File: src/rtl/ushift_pkg.sv
package ushift_pkg;

  typedef enum logic [1:0] {
    MODE_HOLD = 2'b00,
    MODE_UP   = 2'b01,
    MODE_DOWN = 2'b10,
    MODE_LOAD = 2'b11
  } mode_e;

  // one-hot (or all-zero for hold) strobes from control to datapath
  typedef struct packed {
    logic shiftUp;
    logic shiftDown;
    logic load;
  } strobe_t;

endpackage

File: src/rtl/ushift_ctrl.sv
module ushift_ctrl
  import ushift_pkg::*;
#(
  parameter int N_OE = 2
) (
  input  logic [1:0]      sel,
  input  logic [N_OE-1:0] outEnN,
  output strobe_t         strobe,
  output logic            portDrive
);

  mode_e mode;
  logic  allEnabled;

  assign mode = mode_e'(sel);

  always_comb begin
    strobe = '0;
    unique case (mode)
      MODE_HOLD: strobe = '0;
      MODE_UP:   strobe.shiftUp = 1'b1;
      MODE_DOWN: strobe.shiftDown = 1'b1;
      MODE_LOAD: strobe.load = 1'b1;
      default:   strobe = '0;
    endcase
  end

  // every active-low enable must be asserted for the port to drive
  assign allEnabled = (outEnN == '0);
  assign portDrive  = allEnabled && (mode != MODE_LOAD);

endmodule

File: src/rtl/ushift_dpath.sv
module ushift_dpath
  import ushift_pkg::*;
#(
  parameter int WIDTH = 8
) (
  input  logic             clk,
  input  logic             rstN,
  input  strobe_t          strobe,
  input  logic             serInLo,
  input  logic             serInHi,
  input  logic [WIDTH-1:0] parIn,
  output logic [WIDTH-1:0] stateQ
);

  localparam int EXT_W = WIDTH + 2;

  logic [WIDTH-1:0] stateD;
  logic [EXT_W-1:0] extState;

  // the serial inputs sit just beyond each end so every bit sees a uniform neighbourhood
  assign extState = {serInHi, stateQ, serInLo};

  for (genvar i = 0; i < WIDTH; i++) begin : g_bit
    always_comb begin
      if (strobe.load)           stateD[i] = parIn[i];
      else if (strobe.shiftUp)   stateD[i] = extState[i];
      else if (strobe.shiftDown) stateD[i] = extState[i+2];
      else                       stateD[i] = stateQ[i];
    end
  end

  always_ff @(posedge clk or negedge rstN) begin
    if (!rstN) stateQ <= '0;
    else       stateQ <= stateD;
  end

endmodule

File: src/rtl/ushift_reg.sv
module ushift_reg
  import ushift_pkg::*;
#(
  parameter int WIDTH = 8,
  parameter int N_OE  = 2
) (
  input  logic             clk,
  input  logic             rstN,
  input  logic [1:0]       sel,
  input  logic [N_OE-1:0]  outEnN,
  input  logic             serInLo,
  input  logic             serInHi,
  input  logic [WIDTH-1:0] io_in,
  output logic [WIDTH-1:0] io_out,
  output logic             io_oe,
  output logic             serOutLo,
  output logic             serOutHi
);

  strobe_t          strobe;
  logic [WIDTH-1:0] stateQ;

  ushift_ctrl #(.N_OE(N_OE)) u_ctrl (
    .sel       (sel),
    .outEnN    (outEnN),
    .strobe    (strobe),
    .portDrive (io_oe)
  );

  ushift_dpath #(.WIDTH(WIDTH)) u_dpath (
    .clk     (clk),
    .rstN    (rstN),
    .strobe  (strobe),
    .serInLo (serInLo),
    .serInHi (serInHi),
    .parIn   (io_in),
    .stateQ  (stateQ)
  );

  assign io_out   = stateQ;
  assign serOutLo = stateQ[0];
  assign serOutHi = stateQ[WIDTH-1];

endmodule

File: config.mk
export PLATFORM = sky130hd
export DESIGN_NAME = ushift_reg
export DESIGN_NICKNAME = d
export VERILOG_FILES = /design/src/rtl/ushift_pkg.sv /design/src/rtl/ushift_ctrl.sv /design/src/rtl/ushift_dpath.sv /design/src/rtl/ushift_reg.sv
export SDC_FILE = /design/constraint.sdc
export NUM_CORES = 1
export LEC_CHECK = 0
export BUFFER_PORTS_ARGS = -buffer_cell sky130_fd_sc_hd__buf_2
export CORE_AREA = 10 10 47 49
export DETAILED_ROUTE_END_ITERATION = 16
export DIE_AREA = 0 0 57 59
export HOLD_SLACK_MARGIN = 0.1
export PLACE_DENSITY_LB_ADDON = 0.08
export SKIP_LAST_GASP = 1
export SLEW_MARGIN = 0
export SYNTH_ARGS = -nofsm -noshare
export SYNTH_HDL_FRONTEND = slang
export SYNTH_SLANG_ARGS = --single-unit
File: constraint.sdc
create_clock -name clk -period 1.79 [get_ports clk]
set_clock_uncertainty 0.15 [all_clocks]
set_input_delay 0.2685 -clock clk [delete_from_list [all_inputs] [get_ports clk]]
set_output_delay 0.2685 -clock clk [all_outputs]
set_load 0.02 [all_outputs]
# Word-level counts from Yosys, hierarchy flattened
# Cells that the tools add are included.
[totals]
reg_bits = 8
latchBits = 0
ram_bits = 0
rom_bits = 0
input_bits = 16
output_inout_bits = 11
elab_cells = 35
mem_count = 0
[op_classes]
add_sub_neg = 0
n_mul = 0
div = 0
n_lt_le_gt_ge = 0
n_eq_ne = 4
shifts = 0
mux = 27
bitwise_logic = 0
n_reduce_logical = 3
[op_table]
columns = ["op", "count"]
rows = [
  ["$mux 1", 27],
  ["$eq 2x2->1 const B", 2],
  ["$reduce_bool 3->1", 1],
  ["$eq 2x1->1 const B", 1],
  ["$logic_not 2->1", 1],
  ["$ne 2x2->1 const B", 1],
  ["$logic_and 1x1->1", 1],
]

# Depth between registers and ports, before layout
[depth]
ltp_word = 5
mapped_depth = 2

# Cells and area by module
# Synthesis repeated with hierarchy kept, for this count alone.
[unflattened]
hier_cells = 46
hier_area_um2 = 478.0
[by_module_without_submodules]
columns = ["module", "instances", "cells_per_inst", "area_per_inst_um2"]
rows = [
  ["ushift_dpath", 1, 40, 427.9],
  ["ushift_ctrl", 1, 4, 35.0],
  ["ushift_reg", 1, 2, 15.0],
]

# Least setup slack after synthesis
# Ideal clock, no wire load.
[synth_timing]
path_kind = "input to output"
start = "input sel[0]"
end = "output io_oe"
arrival_ns = 0.985
t_required_ns = 1.371
slack_ns = 0.386
path_stages = 2
n_path_buf = 1
cell_sequence = "buf_6 > a211oi_1"
[synth_between]
elab_chain_cells = 2
[synth_rtl]
columns = ["element", "line", "rtl"]
rows = [
  ["from (decl)", "ushift_reg.sv:9", "input logic [1:0] sel,"],
  ["$ne 2x2->1", "ushift_ctrl.sv:30", "assign portDrive = allEnabled && (mode != MODE_LOAD);"],
  ["$logic_and 1x1->1", "ushift_ctrl.sv:30", ""],
  ["to (decl)", "ushift_reg.sv:15", "output logic io_oe,"],
]
# No other way between the ends.

# Worst setup path after layout
# Same ends and word-level chain as after synthesis.

==> impl_metrics.env <==
export IMPL_die_area_um2=3360
export IMPL_vias_per_cell=4.90
export IMPL_syn_area_um2=419
export IMPL_synthTopCellsByCount="dfrtp_1 (8), mux4_2 (8), buf_4 (2)"
export IMPL_syn_avg_cell_area_um2=20.0
export IMPL_synthFlopType="dfrtp_1"
export IMPL_synthArstFlopShare_pct=100
export IMPL_reg2reg_from="u_dpath.stateQ[2]$_DFFE_PN0P_"
export IMPL_slew_viol_final=0
export IMPL_regMostFlops="u_dpath.stateQ"
export IMPL_synth_warnings=0
export IMPL_crit_top_cell="buf_2"
export IMPL_rsz0062_at_grt="false"
export IMPL_start_util_pct=29.9
export IMPL_globalRouteMet1Util_pct=8.01
export IMPL_tritoncts="yes"
export IMPL_grt_busiest_layer="met2"
export IMPL_clkTransAtPathRegs_ns=0.06
export IMPL_layout_drive_gt1_share_pct=78.7
export IMPL_grt_overflow=0
export IMPL_hold_depth=2
export IMPL_cp_num_buf_inv=2
export IMPL_dr_first_iter_drc_count=0
export IMPL_synthAdderAreaFrac_pct=0
export IMPL_cts_buffers=3
export IMPL_antenna_found_initial=0
export IMPL_num_fill_cells=152
export IMPL_max_freq_mhz=749
export IMPL_yosysSeqAreaShare_pct=47.8
export IMPL_dr_total_vias=309
export IMPL_leakagePower_uw=0.000267
export IMPL_wire_per_inst_um=17.8
export IMPL_synth_top_family_by_area="multiplexers"
export IMPL_cpMaxStageDelayCell="a211oi_1"
export IMPL_fin_cells=63
export IMPL_path_max_fanout=9
export IMPL_report_final_setup_viol=0
export IMPL_synth_area_leaders="dfrtp_1 (48%), mux4_2 (43%), buf_4 (3.6%), buf_6 (2.7%), a211oi_1 (1.8%)"
export IMPL_first_pass_iters=1
export IMPL_cp_arrival_ns=0.92
export IMPL_synth_cells=21
export IMPL_min_period_ns=1.34
export IMPL_post_cts_resized=0
export IMPL_crit_required_ns=1.37
export IMPL_cp_slowest_stage_delay_ns=0.26
export IMPL_synth_compound_area_share_pct=1.79
export IMPL_regToRegEndpoint="u_dpath.stateQ[1]$_DFFE_PN0P_"
export IMPL_synth_seq_cells=8
export IMPL_hp_class="input port to register"
export IMPL_synthXorXnorAreaFrac_pct=0
export IMPL_ff2ff_setup_slack_ns=0.64
export IMPL_cp_top_family="buffers and inverters"
export IMPL_cts_root_buf="clkbuf_4"
export IMPL_top_level_ports=27
export IMPL_cp_cell_sequence="buf_2 -> a211oi_1 -> buf_2"
export IMPL_cts_max_level=1
export IMPL_r2r_cells=1
export IMPL_relSlewSlack_pct=81.9
export IMPL_synth_edff_count=0
export IMPL_finalPower_uw=606
export IMPL_dp_cells=59
export IMPL_multi_input_area_um2=188
export IMPL_grt_usage_pct=7.71
export IMPL_gp_routability_congestion=0.665
export IMPL_coreArea_um2=1400
export IMPL_nets=65
export IMPL_synth_simple_area_share_pct=0
export IMPL_cp_start_kind="input port"
export IMPL_worstMarginPinSlew_ns=0.271
export IMPL_grt_use_met3_pct=4.94
export IMPL_hold_start="serInHi"
export IMPL_yosysTopAreaCell="dfrtp_1"
export IMPL_cap_viol_max_count=0
export IMPL_min_to="u_dpath.stateQ[7]$_DFFE_PN0P_"
export IMPL_die_h_um=59
export IMPL_synth_nets=37
export IMPL_grt_max_degree=10
export IMPL_drc=0
export IMPL_synth_cell_type_count=6
export IMPL_crit_path_end_kind="primary output"
export IMPL_tns_ns=0
export IMPL_status="finished, final reports clean"
export IMPL_peakVddDrop_mv=0.433
export IMPL_largest_reg_flops=8
export IMPL_synthMuxAreaShare_pct=43.0
export IMPL_synth_top_area_share_pct=47.8
export IMPL_grt_pass1_wl_mm=1.96
export IMPL_final_util_pct=40.7
export IMPL_routed_wl_mm=1.12
export IMPL_areaGrowthSynthToFinish_pct=36.1
export IMPL_grt_pass1_vias=439
export IMPL_clockBufferDepth=2
export IMPL_fin_crit_sh_pct=74.6
export IMPL_clk_latency_ns=0.25
export IMPL_global_route_usage_met2_pct=11.8
export IMPL_seq_area_um2=200
export IMPL_critPathKind="input port to primary output"
export IMPL_power_density_nw_per_um2=1060
export IMPL_hold_viol=0
export IMPL_fp_row_count=14
export IMPL_postRouteAntennaNets=0
export IMPL_die_w_um=57
export IMPL_antenna_cells=0
export IMPL_reg_top3="u_dpath.stateQ x8"
export IMPL_portBuffers=26
export IMPL_cts_sinks=8
## where the power goes
part	switching, µW	total (µW)	internal (µW)	leakage, µW
sequential	37.5	258	220	0.0000937
combinational	106	212	106	0.000160
clock	59.3	136	76.6	0.0000138
total	203	606	403	0.000267
## per-stage QoR
stage,hold slack [ns],cell area (µm²),worst slack (ns)
global route,0.187,571,0.379
floorplan,-0.177,419,0.386
finish,0.182,571,0.454
CTS,0.174,571,0.429
global placement,-0.0336,538,0.439
detailed placement,-0.0243,538,0.422
## per-layer routing
layer | share of wire [%] | vias up
met1 | 40 | 152
met2 | 47 | 19
met4 | 0 | 0
li1 | - | 138
met3 | 13 | 0
met5 | 0 | -
## repair_timing
| action | CTS | global route |
|---|---|---|
| buffers inserted | 0 | 0 |
| endpoints found under the hold margin | 8 | 0 |
| hold buffers | 1 | 0 |
## layout by cell type (no fill, tap or decap)
cell,count
clkbuf_4,3
buf_2,26
dfrtp_1,8
mux4_2,8
dlygate4sd3_1,1
a211oi_1,1
## how the worst max path moves through the flow
stage               startpoint                             to  slack, ns  depth (start not counted)
finish                  sel[0]                          io_oe       0.45                          3
global route            sel[0]                          io_oe       0.38                          3
CTS                     sel[0]                          io_oe       0.43                          3
detailed placement      sel[0]  u_dpath.stateQ[1]$_DFFE_PN0P_       0.42                          2
global placement        sel[0]  u_dpath.stateQ[4]$_DFFE_PN0P_       0.44                          2
floorplan               sel[0]                          io_oe       0.39                          2
## logic make-up (layout without fill, tap and decap cells)
logic type / after synthesis / in the layout
AOI/OAI and AO/OA: 1 / 1
buffers and inverters: 4 / 30
DFF: 8 / 8
muxes: 8 / 8
## layout make-up
type	count	area share, %
well taps	16	3.51
repair buffers	27	24.6
clock buffers	3	3.95
flip-flops and latches	8	35.1
multi-input cells	9	32.9
No activity file was read; power rests on OpenSTA's default activity.
